`src/rtl/rtc_sec_alarm.sv`:
```
module rtc_sec_alarm #(
  parameter int          TICKS_PER_SEC = 4,
  parameter int          WR_BUSY       = 4,
  parameter logic [31:0] UNLOCK_KEY    = 32'h0000_A55A
) (
  input  logic        clk,
  input  logic        rst_n,
  input  logic        slow_tick,
  input  logic        bus_sel,
  input  logic        bus_wr,
  input  logic [5:0]  bus_addr,
  input  logic [31:0] bus_wdata,
  output logic [31:0] bus_rdata,
  output logic        irq
);
  localparam int PW = $clog2(TICKS_PER_SEC + 1);
  localparam int BW = $clog2(WR_BUSY + 1);
  localparam logic [5:0] A_CTRL = 6'h00, A_SECS = 6'h04, A_ALRM = 6'h08,
                         A_REGU = 6'h0C, A_SCRT = 6'h34, A_UNLK = 6'h3C;

  logic [PW-1:0] presc_q;
  logic [BW-1:0] busy_q;
  logic          unlocked_q;
  logic          en_q, ae_q, aie_q, hie_q, hz_q, al_q;
  logic [31:0]   secs_q, alarm_q, regu_q, scrt_q;

  logic wr_strobe, addr_ok, ready, accept, sec_wr, ctl_wr, sec_step;
  logic [7:0] ctrl_view;

  assign ready     = (busy_q == '0);
  assign wr_strobe = bus_sel & bus_wr;
  assign addr_ok   = (bus_addr == A_CTRL) | (bus_addr == A_SECS) | (bus_addr == A_ALRM) |
                     (bus_addr == A_REGU) | (bus_addr == A_SCRT);
  assign accept    = wr_strobe & addr_ok & unlocked_q & ready;
  assign sec_wr    = accept & (bus_addr == A_SECS);
  assign ctl_wr    = accept & (bus_addr == A_CTRL);
  assign sec_step  = en_q & slow_tick & (presc_q == PW'(TICKS_PER_SEC - 1)) & ~sec_wr;

  always_ff @(posedge clk or negedge rst_n) begin
    if (!rst_n) presc_q <= '0;
    else if (en_q && slow_tick)
      presc_q <= (presc_q == PW'(TICKS_PER_SEC - 1)) ? '0 : presc_q + 1'b1;
  end

  always_ff @(posedge clk or negedge rst_n) begin
    if (!rst_n)                     busy_q <= '0;
    else if (accept)                busy_q <= BW'(WR_BUSY);
    else if (slow_tick && !ready)   busy_q <= busy_q - 1'b1;
  end

  always_ff @(posedge clk or negedge rst_n) begin
    if (!rst_n)                                    unlocked_q <= 1'b0;
    else if (accept)                               unlocked_q <= 1'b0;
    else if (wr_strobe && bus_addr == A_UNLK)      unlocked_q <= (bus_wdata == UNLOCK_KEY);
  end

  always_ff @(posedge clk or negedge rst_n) begin
    if (!rst_n) begin
      secs_q <= '0; alarm_q <= '0; regu_q <= '0; scrt_q <= '0;
    end else begin
      if (sec_wr)        secs_q <= bus_wdata;
      else if (sec_step) secs_q <= secs_q + 1'b1;
      if (accept && bus_addr == A_ALRM) alarm_q <= bus_wdata;
      if (accept && bus_addr == A_REGU) regu_q  <= bus_wdata;
      if (accept && bus_addr == A_SCRT) scrt_q  <= bus_wdata;
    end
  end

  always_ff @(posedge clk or negedge rst_n) begin
    if (!rst_n) begin
      en_q <= 1'b0; ae_q <= 1'b0; aie_q <= 1'b0; hie_q <= 1'b0;
    end else if (ctl_wr) begin
      en_q  <= bus_wdata[0];
      ae_q  <= bus_wdata[2];
      aie_q <= bus_wdata[3];
      hie_q <= bus_wdata[5];
    end
  end

  always_ff @(posedge clk or negedge rst_n) begin
    if (!rst_n) begin
      hz_q <= 1'b0; al_q <= 1'b0;
    end else begin
      if (sec_step)                   hz_q <= 1'b1;
      else if (ctl_wr && !bus_wdata[6]) hz_q <= 1'b0;
      if (sec_step && ae_q && (secs_q + 1'b1) == alarm_q) al_q <= 1'b1;
      else if (ctl_wr && !bus_wdata[4])                   al_q <= 1'b0;
    end
  end

  assign ctrl_view = {ready, hz_q, hie_q, al_q, aie_q, ae_q, 1'b0, en_q};

  always_comb begin
    case (bus_addr)
      A_CTRL:  bus_rdata = {24'h0, ctrl_view};
      A_SECS:  bus_rdata = secs_q;
      A_ALRM:  bus_rdata = alarm_q;
      A_REGU:  bus_rdata = regu_q;
      A_SCRT:  bus_rdata = scrt_q;
      A_UNLK:  bus_rdata = {unlocked_q, 31'h0};
      default: bus_rdata = '0;
    endcase
  end

  assign irq = (hz_q & hie_q) | (al_q & aie_q);
endmodule

```
`config.mk`:
```
export PLATFORM = sky130hd
export DESIGN_NAME = rtc_sec_alarm
export DESIGN_NICKNAME = d
export VERILOG_FILES = /design/src/rtl/rtc_sec_alarm.sv
export SDC_FILE = /design/constraint.sdc
export NUM_CORES = 1
export LEC_CHECK = 0
export BUFFER_PORTS_ARGS = -buffer_cell sky130_fd_sc_hd__buf_2
export CELL_PAD_IN_SITES_DETAIL_PLACEMENT = 0
export CELL_PAD_IN_SITES_GLOBAL_PLACEMENT = 1
export CORE_MARGIN = 2
export CORE_UTILIZATION = 40
export DETAILED_ROUTE_END_ITERATION = 8
export PLACE_DENSITY_LB_ADDON = 0.1
export SYNTH_ARGS = -nofsm -noshare
export SYNTH_HDL_FRONTEND = slang
export SYNTH_SLANG_ARGS = --single-unit
```
`constraint.sdc`:
```
create_clock -name clk -period 2.6 [get_ports clk]
set_clock_uncertainty 0.1 [all_clocks]
set_input_delay 0.26 -clock clk [delete_from_list [all_inputs] [get_ports clk]]
set_output_delay 0.26 -clock clk [all_outputs]
set_load 0.05 [all_outputs]
```
# Yosys cells after proc, flatten, opt, wreduce, memory -nomap -nowiden
# Cells that the tools add are included.
dict set report word_totals {
  reg_bits 141
  out_inout_bits 33
}
dict set report classes {
  n_addsub 3
  n_eq_ne 8
  mux 12
  bitwise 17
  n_reduce_logical 20
}
# operator n
set ops {}
lappend ops {{$pmux 32 s6} 1}
lappend ops {{$mux 32} 2}
lappend ops {{$add 32x1->32 const B} 1}
lappend ops {{$eq 32x16->1 const B} 1}
lappend ops {{$eq 32x32->1} 1}
lappend ops {{$eq 6x4->1 const B} 2}
lappend ops {{$eq 6x6->1 const B} 2}
lappend ops {{$and 1x1->1} 11}
lappend ops {{$logic_and 1x1->1} 10}
lappend ops {{$reduce_bool 2->1} 5}
lappend ops {{$mux 3} 3}
lappend ops {{$eq 6x3->1 const B} 1}
lappend ops {{$logic_not 6->1} 1}
lappend ops {{$mux 1} 6}
lappend ops {{$or 1x1->1} 5}
lappend ops {{$add 3x1->3 const B} 1}
lappend ops {{$eq 3x2->1 const B} 1}
lappend ops {{$logic_not 1->1} 3}
lappend ops {{$logic_not 3->1} 1}
lappend ops {{$sub 3x1->3 const B} 1}
lappend ops {{$not 1->1} 1}

# Depth between registers and ports, before layout
# Gate-level depths: netlist of run 1.
dict set report depth {
  depth_word 14
  ltp_mapped 10
}

# Worst setup path after synthesis of run 1
# No wires, ideal clock.
dict set report synth_path {
  kind {register -> register}
  start {register busy_q[0]}
  end {register alarm_q[10]}
  setup_time_ps 125
  arrival_time_ps 2156
  path_slack_ps 219
  path_stages_with_launch 10
  path_buffers 2
  cell_sequence {dfrtp_1 -> inv_1 -> ha_1 -> nand2b_1 -> or2_2 -> o21ba_2 -> and2_1 -> clkbuf_1 -> buf_2 -> mux2_2}
}
dict set report synth_via {
  elab_chain_len 3
}
# element line
set synth_rtl {}
lappend synth_rtl {{start: declaration} 22} ;# logic [BW-1:0] busy_q;
lappend synth_rtl {{start signal: assignment} 47} ;# else if (accept) busy_q <= BW'(WR_BUSY);
lappend synth_rtl {{start signal: assignment} 48} ;# else if (slow_tick && !ready) busy_q <= busy_q - 1'b1;
lappend synth_rtl {{$logic_not 3->1} 30} ;# assign ready = (busy_q == '0);
lappend synth_rtl {{$and 1x1->1} 34} ;# assign accept = wr_strobe & addr_ok & unlocked_q & ready;
lappend synth_rtl {{$logic_and 1x1->1} 63} ;# if (accept && bus_addr == A_ALRM) alarm_q <= bus_wdata;
lappend synth_rtl {{end signal: assignment} 63}
lappend synth_rtl {{end: declaration} 25} ;# logic [31:0] secs_q, alarm_q, regu_q, scrt_q;
# Every way passes these cells.
# A chain may end at the register's enable or synchronous reset.

# Final worst setup path of run 1
dict set report layout_path {
  start {register busy_q[0]}
  end {register alarm_q[23]}
}
# Same word-level chain as after synthesis.

==> flow_summary.json, run 1 <==
{
  "synth_top_family_by_area": "multiplexers",
  "hold_end": "secs_q[28]$_DFFE_PN0P_",
  "synth-seq-cells": 141,
  "synth-edff-count": 0,
  "tns_ps": 0,
  "rsz0062_at_grt": "no",
  "cp_cell_sequence": "inv_1 > ha_1 > nand2b_1 > or2_2 > o21ba_2 > and2_1 > buf_12 > mux2_2",
  "cpMaxStageDelayCell": "or2_2",
  "fmax_ghz": 0.406,
  "reg2reg_depth": 8,
  "post-route-period-util_pct": 94.8,
  "area_growth_syn_to_layout_pct": 19.0,
  "pwr_density_cell_nw_per_um2": 551,
  "ant_nets": 0,
  "top_usage_layer": "met2",
  "drive_gt1_share_pct": 31.2,
  "numCtsBuffers": 17,
  "met1_usage_pct": 29.3,
  "cts_setup_buffers": 0,
  "clkTransAtPathRegs_ps": 60,
  "antenna_found_initial": 0,
  "synthAdderAreaFrac_pct": 0.633,
  "synth_compound_area_share_pct": 11.9,
  "worst_pin_slew_ps": 603,
  "stdcell_area_sq_um": 9410,
  "die_w_um": 145,
  "dieArea_sq_um": 20900,
  "cts.sinks": 141,
  "use_met3_pct": 4.01,
  "crit_path_start_kind": "flip-flop",
  "vias": 6316,
  "hp-class": "primary input to flip-flop",
  "drt_iter0_drc": 466,
  "hold_viol_final": 0,
  "synthSimpleGateAreaFrac_pct": 15.0,
  "rows": 51,
  "power.total_mw": 5.18,
  "placed_cells": 1088,
  "grt_pass1_vias": 6424,
  "max_cap_viol_count": 0,
  "gp_congestion": 0.840,
  "syn_avg_cell_area_sq_um": 10.4,
  "peakVddDrop_mv": 0.434,
  "fin_crit_ps": 2460,
  "grt_use_met2_pct": 36.9,
  "viasPerCell": 5.63,
  "synth-seq-area-share_pct": 44.6,
  "globalRouteTotalUtil_pct": 22.1,
  "start_util_pct": 40.7,
  "ys.flop_type": "dfrtp_1",
  "dp_hpwl_mm": 16.1,
  "cp_max_fo": 32,
  "netlist_area_sq_um": 7900,
  "synth_xor_area_share_pct": 8.53,
  "overflow": 0,
  "leakagePower_nw": 4.38,
  "setup_slack_ps": 135,
  "hold_depth": 3,
  "hp-start": "bus_wdata[28]",
  "finalMaxSlewViolations": 0,
  "ctsRootBufferMaster": "clkbuf_16",
  "async_flop_share_pct": 100,
  "synthMuxAreaShare_pct": 15.2,
  "cts_tree": "done",
  "fin_cells": 1122,
  "critPathMaxStageDelay_ps": 380,
  "dr.pass1.iters": 5,
  "slew_headroom_pct": 59.5,
  "place_worst_setup_slack_ps": 68.4,
  "route.detailed.drc": 0,
  "synth.distinct_cells": 63,
  "syn_nets": 808,
  "final_nets": 892,
  "r2r_setup_slack_ps": 140,
  "core_sq_um": 19400,
  "yosysWarnings": 0,
  "cp.arrival_ps": 2660,
  "worstSkewPairLatency_ps": 420,
  "timing.rr.start": "busy_q[0]$_DFFE_PN0P_",
  "endpoint_kind": "flip-flop",
  "finalSetupViolations": 0,
  "numPortBuffers": 75,
  "grt_pass1_wl_mm": 35.4,
  "htreeDepth": 4,
  "r2r_end": "alarm_q[23]$_DFFE_PN0P_",
  "crit_type": "flip-flop to flip-flop",
  "grt_max_degree": 74,
  "detail_route.wl_per_cell_um": 19.7,
  "status": "completed",
  "required_ps": 2800,
  "drt_wl_total_mm": 22.1,
  "die_h_um": 145,
  "synth_cells": 761,
  "clockBufferDepth": 2,
  "io_pins": 76,
  "placed_area_sq_um": 8710,
  "n_antenna_cell": 0
}
==> worst max-delay path, delay by kind of cell (launching register included) <==
kind,cells,cell delay (ps)
muxes,1,370
adders and majority gates,1,200
and+or+nand+nor,3,690
buffers and inverters,2,350
DFF,1,360
AOI/OAI and AO/OA,1,260
==> repair_timing <==
action | in CTS | in global routing
endpoints found under the setup margin | 0 | 3
gates resized for setup | 0 | 4
hold endpoints to repair | 41 | 0
hold buffers | 3 | 0
==> stage by stage <==
| stage | util (%) | hold slack (ps) |
|---|---|---|
| 3_5_place_dp | 44.9 | 104 |
| 3_3_place_gp | 44.9 | 102 |
| 5_1_grt | 48.5 | 24.3 |
| 2_1_floorplan | - | -136 |
| 4_1_cts | 48.5 | 0.0519 |
| 6_report | 48.5 | 19.0 |
==> cells in the final DEF (no fill, tap or decap), types with 6 or more instances in the layout <==
cell,Yosys,final
dfrtp_1,141,140
mux2_2,97,97
nand2_1,93,93
buf_2,20,74
a22oi_1,55,55
xnor2_1,49,49
o21ai_0,44,44
buf_4,11,42
xor2_1,28,28
nor2_1,27,23
nand4_1,18,18
nand3_1,18,18
clkbuf_16,0,17
nor3_1,17,16
nor4_1,12,11
and3_1,6,6
a222oi_1,6,6
inv_1,6,6
and2_1,5,6
==> cell usage after synthesis, types with 11 or more instances <==
cell type	count	area, sq um
xor2_1	28	245
nor4_1	12	75.1
nor3_1	17	85.1
xnor2_1	49	429
nor2_1	27	101
o21ai_0	44	220
dfrtp_1	141	3530
clkbuf_1	23	86.3
buf_4	11	82.6
nand4_1	18	113
mux2_2	97	1090
buf_2	20	100
nand3_1	18	90.1
a22oi_1	55	413
nand2_1	93	349
==> logic make-up (layout without fill, tap and decap cells) <==
kind of cell,count (synthesis),in the layout
compound gates,137,137
xor+xnor,77,77
fa+ha+maj,4,4
buf+inv,64,160
flops,141,141
mux,106,106
simple gates,232,232
==> state kept, by name (all words and copies together) (netlist names), 3 cells and up <==
signal and count:
regu_q 32, alarm_q 32, presc_q 3, scrt_q 32
busy_q 3, secs_q 32
==> where the power goes <==
group / internal [mW] / switching (mW) / total [mW]
clock network: 1.77 / 0.929 / 2.70
logic: 0.0888 / 0.163 / 0.252
registers: 2.22 / 0.0129 / 2.23
==> per-layer routing <==
metal	up-vias	part of all wire (%)
li1	2936	-
met1	3192	45
met2	165	49
met3	23	3.9
met4	0	1.6
met5	-	0
==> how the worst max path moves through the flow <==
| stage | start | to | slack, ps | depth (start not counted) |
|---|---|---|---|---|
| final | busy_q[0]$_DFFE_PN0P_ | alarm_q[23]$_DFFE_PN0P_ | 140 | 8 |
| after global routing | secs_q[1]$_DFFE_PN0P_ | al_q$_DFFE_PN0P_ | 0.7 | 8 |
| after CTS | secs_q[1]$_DFFE_PN0P_ | al_q$_DFFE_PN0P_ | 60 | 8 |
| after detailed placement | secs_q[1]$_DFFE_PN0P_ | al_q$_DFFE_PN0P_ | 70 | 8 |
| after global placement | secs_q[1]$_DFFE_PN0P_ | al_q$_DFFE_PN0P_ | 150 | 8 |
| after floorplan | busy_q[0]$_DFFE_PN0P_ | alarm_q[10]$_DFFE_PN0P_ | 220 | 9 |
==> cell type report <==
cell class / count / area, sq um
multi-input cells: 556 / 4080
repair buffers: 123 / 787
fillers: 1856 / 9990
flip-flops and latches: 141 / 3530
clock inverters: 11 / 189
inverters: 6 / 22.5
well taps: 265 / 332
clock buffers: 20 / 467
Power figures use the tool's default switching activity.
==> inputs of run 2 (changes only) <==
REMOVE_ABC_BUFFERS = 1   (was not set)
==> flow_summary.json, run 2 (synthesis gave the netlist of run 1 again) <==
{
  "fin_crit_ps": 2460,
  "grt_max_degree": 66,
  "drt_wl_total_mm": 23.4,
  "fmax_ghz": 0.406,
  "hold_viol_final": 0,
  "cp_max_fo": 18,
  "place_worst_setup_slack_ps": -7.32,
  "endpoint_kind": "flip-flop",
  "n_antenna_cell": 0,
  "die_w_um": 145,
  "p_comb_share_pct": 4.9,
  "p_clk_share_pct": 52.7,
  "rows": 51,
  "slew_headroom_pct": 59.1,
  "start_util_pct": 40.7,
  "setup_slack_ps": 139,
  "numCtsBuffers": 17,
  "cp.arrival_ps": 2660,
  "crit_path_start_kind": "flip-flop",
  "leakagePower_nw": 4.53,
  "fin_cells": 1146,
  "numPortBuffers": 75,
  "finalSetupViolations": 0,
  "grt_pass1_vias": 6591,
  "cp_cell_sequence": "inv_1 > ha_1 > nand2b_1 > or2_2 > o21ba_2 > and2_1 > buf_12 > mux2_2",
  "vias": 6373,
  "cts_setup_buffers": 0,
  "status": "completed",
  "antenna_found_initial": 0,
  "ctsRootBufferMaster": "clkbuf_16",
  "gp_congestion": 0.840,
  "clockBufferDepth": 2,
  "dieArea_sq_um": 20900,
  "drt_iter0_drc": 350,
  "drive_gt1_share_pct": 32.8,
  "globalRouteTotalUtil_pct": 23.6,
  "ant_nets": 0,
  "finalMaxSlewViolations": 0,
  "route.detailed.drc": 0,
  "grt_pass1_wl_mm": 37.4,
  "hp-class": "primary input to flip-flop",
  "final_nets": 915,
  "dp_hpwl_mm": 17.0,
  "cts.sinks": 141,
  "io_pins": 76,
  "fin_util_pct": 49.7,
  "switching_share_pct": 22.8,
  "die_h_um": 145,
  "pwr_density_cell_nw_per_um2": 546,
  "post-route-period-util_pct": 94.6,
  "area_growth_syn_to_layout_pct": 22.0,
  "internal_power_mw": 4.06,
  "share_seq_of_total_power_pct": 42.4,
  "cts_tree": "done",
  "placed_cells": 1109,
  "max_cap_viol_count": 0,
  "peakVddDrop_mv": 0.420,
  "required_ps": 2800,
  "viasPerCell": 5.56,
  "core_sq_um": 19400,
  "critPathMaxStageDelay_ps": 380,
  "crit_type": "flip-flop to flip-flop",
  "htreeDepth": 4,
  "clkTransAtPathRegs_ps": 70,
  "power_switching_mw": 1.20,
  "final_cell_mix": "141 x dfrtp_1, 97 x mux2_2, 93 x nand2_1, 74 x buf_2, 60 x buf_4",
  "detail_route.wl_per_cell_um": 20.4,
  "final_common_cell": "dfrtp_1",
  "dr.pass1.iters": 5,
  "rsz0062_at_grt": "no",
  "cpMaxStageDelayCell": "or2_2",
  "overflow": 0,
  "worst_pin_slew_ps": 614,
  "tns_ps": 0,
  "worstSkewPairLatency_ps": 420
}
run 2: cell types whose count changed in the layout (fill, tap and decap cells not counted), sizes merged:
cell	before	now
clkinvlp	2	1
clkinv	4	3
buf	120	141
inv	6	11
clkbuf	20	18
dlygate4sd3	3	5
run 2: final timing paths:
check	from	end	slack, ps	cells past startpoint
worst max-delay path	busy_q[0]$_DFFE_PN0P_	alarm_q[12]$_DFFE_PN0P_	140	8
worst min-delay path	bus_wdata[29]	secs_q[29]$_DFFE_PN0P_	20	3
worst max register to register	busy_q[0]$_DFFE_PN0P_	alarm_q[12]$_DFFE_PN0P_	140	8
worst min register to register	scrt_q[27]$_DFFE_PN0P_	scrt_q[27]$_DFFE_PN0P_	390	1
max in group asynchronous	rst_n	scrt_q[16]$_DFFE_PN0P_	1400	3
min in group asynchronous	rst_n	regu_q[2]$_DFFE_PN0P_	310	2
run 2: stage by stage:
step | cell area (sq um) | power (mW) | hold slack, ps
floorplan | 7600 | 2.36 | -136
detailed placement | 8910 | 2.53 | 195
global route | 9640 | 5.44 | 23.1
global placement | 8910 | 2.51 | 190
finish | 9640 | 5.26 | 17.3
CTS | 9630 | 5.32 | 1.07
run 2: what timing repair did:
action                                  CTS  global route
resized for setup                         1             3
hold endpoints to repair                 62             0
pin swaps                                 0             0
endpoints found under the setup margin    1             1
hold buffers                              5             0
run 2: layout make-up:
class | instances | area [sq um]
timing repair buffer | 146 | 1000
clock inverter | 14 | 229
multi-input combinational | 556 | 4090
inverter | 6 | 22.5
tap | 265 | 332
clock buffer | 18 | 439
fill | 1875 | 9760
sequential | 141 | 3530
run 2: power by group through the flow:
stage / registers (mW) / logic, mW / clock network (mW)
finish: 2.23 / 0.258 / 2.77
global route: 2.23 / 0.289 / 2.92
CTS: 2.23 / 0.263 / 2.83
detailed placement: 2.27 / 0.256 / 0
global placement: 2.27 / 0.240 / 0
floorplan: 2.27 / 0.0946 / 0
run 2: worst max-delay path, delay by kind of cell, from the launching register on:
kind | cells | cell delay [ps]
flops | 1 | 360
fa+ha+maj | 1 | 200
compound gates | 1 | 260
mux | 1 | 340
simple gates | 3 | 770
buf+inv | 2 | 310
run 2: metal layers:
metal | track usage (%) | up-vias | routed length [um]
met5 | 0 | - | 0
met4 | 6.03 | 0 | 323
met3 | 3.97 | 23 | 709
met2 | 41.9 | 115 | 12100
met1 | 30.0 | 3243 | 10300
li1 | - | 2992 | -
==> inputs of run 3 (changes only) <==
BUFFER_PORTS_ARGS = -buffer_cell sky130_fd_sc_hd__buf_4   (was -buffer_cell sky130_fd_sc_hd__buf_2)
CTS_BUF_LIST = sky130_fd_sc_hd__clkbuf_4 sky130_fd_sc_hd__clkbuf_8   (was not set)
CTS_CLUSTER_SIZE = 10   (was not set)
==> flow_summary.json, run 3 (synthesis gave the netlist of run 1 again) <==
{
  "status": "completed",
  "max_cap_viol_count": 0,
  "post-route-period-util_pct": 96.3,
  "finalSetupViolations": 0,
  "numPortBuffers": 75,
  "clockBufferDepth": 2,
  "grt_max_degree": 69,
  "viasPerCell": 5.53,
  "power.total_mw": 4.50,
  "hp-class": "primary input to flip-flop",
  "numCtsBuffers": 17,
  "setup_slack_ps": 96.4,
  "ant_nets": 0,
  "globalRouteTotalUtil_pct": 23.9,
  "drt_wl_total_mm": 23.6,
  "regArea_sq_um": 3530,
  "die_h_um": 145,
  "grt_pass1_wl_mm": 37.7,
  "clkTransAtPathRegs_ps": 80,
  "met1_usage_pct": 30.3,
  "hold_viol_final": 0,
  "cp_max_fo": 4,
  "fin_crit_ps": 2500,
  "crit_path_start_kind": "flip-flop",
  "dp_hpwl_mm": 17.1,
  "top_usage_layer": "met2",
  "worst_pin_slew_ps": 684,
  "fin_util_pct": 51.1,
  "io_pins": 76,
  "n_antenna_cell": 0,
  "cp.arrival_ps": 2780,
  "fillers": 1851,
  "route.detailed.drc": 0,
  "required_ps": 2880,
  "start_util_pct": 40.7,
  "core_sq_um": 19400,
  "stdcell_area_sq_um": 9910,
  "endpoint_kind": "flip-flop",
  "cts.sinks": 141,
  "die_w_um": 145,
  "cts_setup_buffers": 0,
  "fmax_ghz": 0.399,
  "multi_input_comb_area_sq_um": 4110,
  "tns_ps": 0,
  "ctsRootBufferMaster": "clkbuf_8",
  "pwr_density_cell_nw_per_um2": 454,
  "final_cell_mix": "141 x dfrtp_1, 141 x buf_4, 97 x mux2_2, 93 x nand2_1, 55 x a22oi_1",
  "detail_route.wl_per_cell_um": 20.1,
  "leakagePower_nw": 4.58,
  "crit_type": "flip-flop to flip-flop",
  "finalMaxSlewViolations": 0,
  "area_growth_syn_to_layout_pct": 25.4,
  "peakVddDrop_mv": 0.258,
  "slew_headroom_pct": 54.4,
  "drt_iter0_drc": 384,
  "grt_pass1_vias": 6789,
  "use_met3_pct": 4.30,
  "placed_area_sq_um": 9110,
  "cts_tree": "done",
  "worstSkewPairLatency_ps": 450,
  "final_nets": 949,
  "dieArea_sq_um": 20900,
  "htreeDepth": 4,
  "grt_use_met2_pct": 41.8,
  "rsz0062_at_grt": "yes",
  "rows": 51,
  "overflow": 0,
  "vias": 6515,
  "antenna_found_initial": 0,
  "gp_congestion": 0.863,
  "place_worst_setup_slack_ps": -17.5,
  "drive_gt1_share_pct": 32.6,
  "dr.pass1.iters": 5
}
[run 3: routing by layer]
layer / wire length (um) / part of all wire [%]
met3: 767 / 3.2
met4: 365 / 1.5
met5: 0 / 0
met1: 10300 / 44
met2: 12200 / 51
[run 3: timing repair]
item	CTS	global route
hold endpoints to repair	193	0
pin swaps	0	1
hold buffers	34	0
endpoints found under the setup margin	1	33
resized for setup	1	9
[run 3: per-stage QoR]
step,cells,hold WS (ps)
2_1_floorplan,703,-136
3_3_place_gp,1114,217
3_5_place_dp,1114,222
4_1_cts,1179,131
5_1_grt,1179,173
6_report,1179,161
[run 3: final cells by class]
class,count,share of cell area (%)
Clock buffer,17,2.36
Timing Repair Buffer,180,15.0
Inverter,6,0.227
Clock inverter,14,1.94
Sequential cell,141,35.6
Multi-Input combinational cell,556,41.5
Tap cell,265,3.35
[run 3: worst paths after layout]
path / startpoint / depth (start not counted) / slack [ps] / to
min in group asynchronous: rst_n / 2 / 280 / regu_q[2]$_DFFE_PN0P_
setup reg to reg: secs_q[5]$_DFFE_PN0P_ / 8 / 100 / al_q$_DFFE_PN0P_
hold reg to reg: regu_q[0]$_DFFE_PN0P_ / 1 / 390 / regu_q[0]$_DFFE_PN0P_
setup / recovery: secs_q[5]$_DFFE_PN0P_ / 8 / 100 / al_q$_DFFE_PN0P_
hold / removal: bus_wr / 5 / 160 / unlocked_q$_DFFE_PN0P_
max in group asynchronous: rst_n / 3 / 1360 / secs_q[21]$_DFFE_PN0P_
[run 3: power by group]
part           switching (mW)  internal (mW)
clock                   0.924           1.04
combinational           0.172          0.137
sequential             0.0147           2.21
[run 3: worst max-delay path, cell delays in order, from the launching register on]
cell and delay, ps:
dfrtp_1 430, nand4_2 160, or3_1 460, or4_1 490, o21ai_1 160, nor4bb_4 320, buf_4 140, nand4_1 90
nand2_1 80
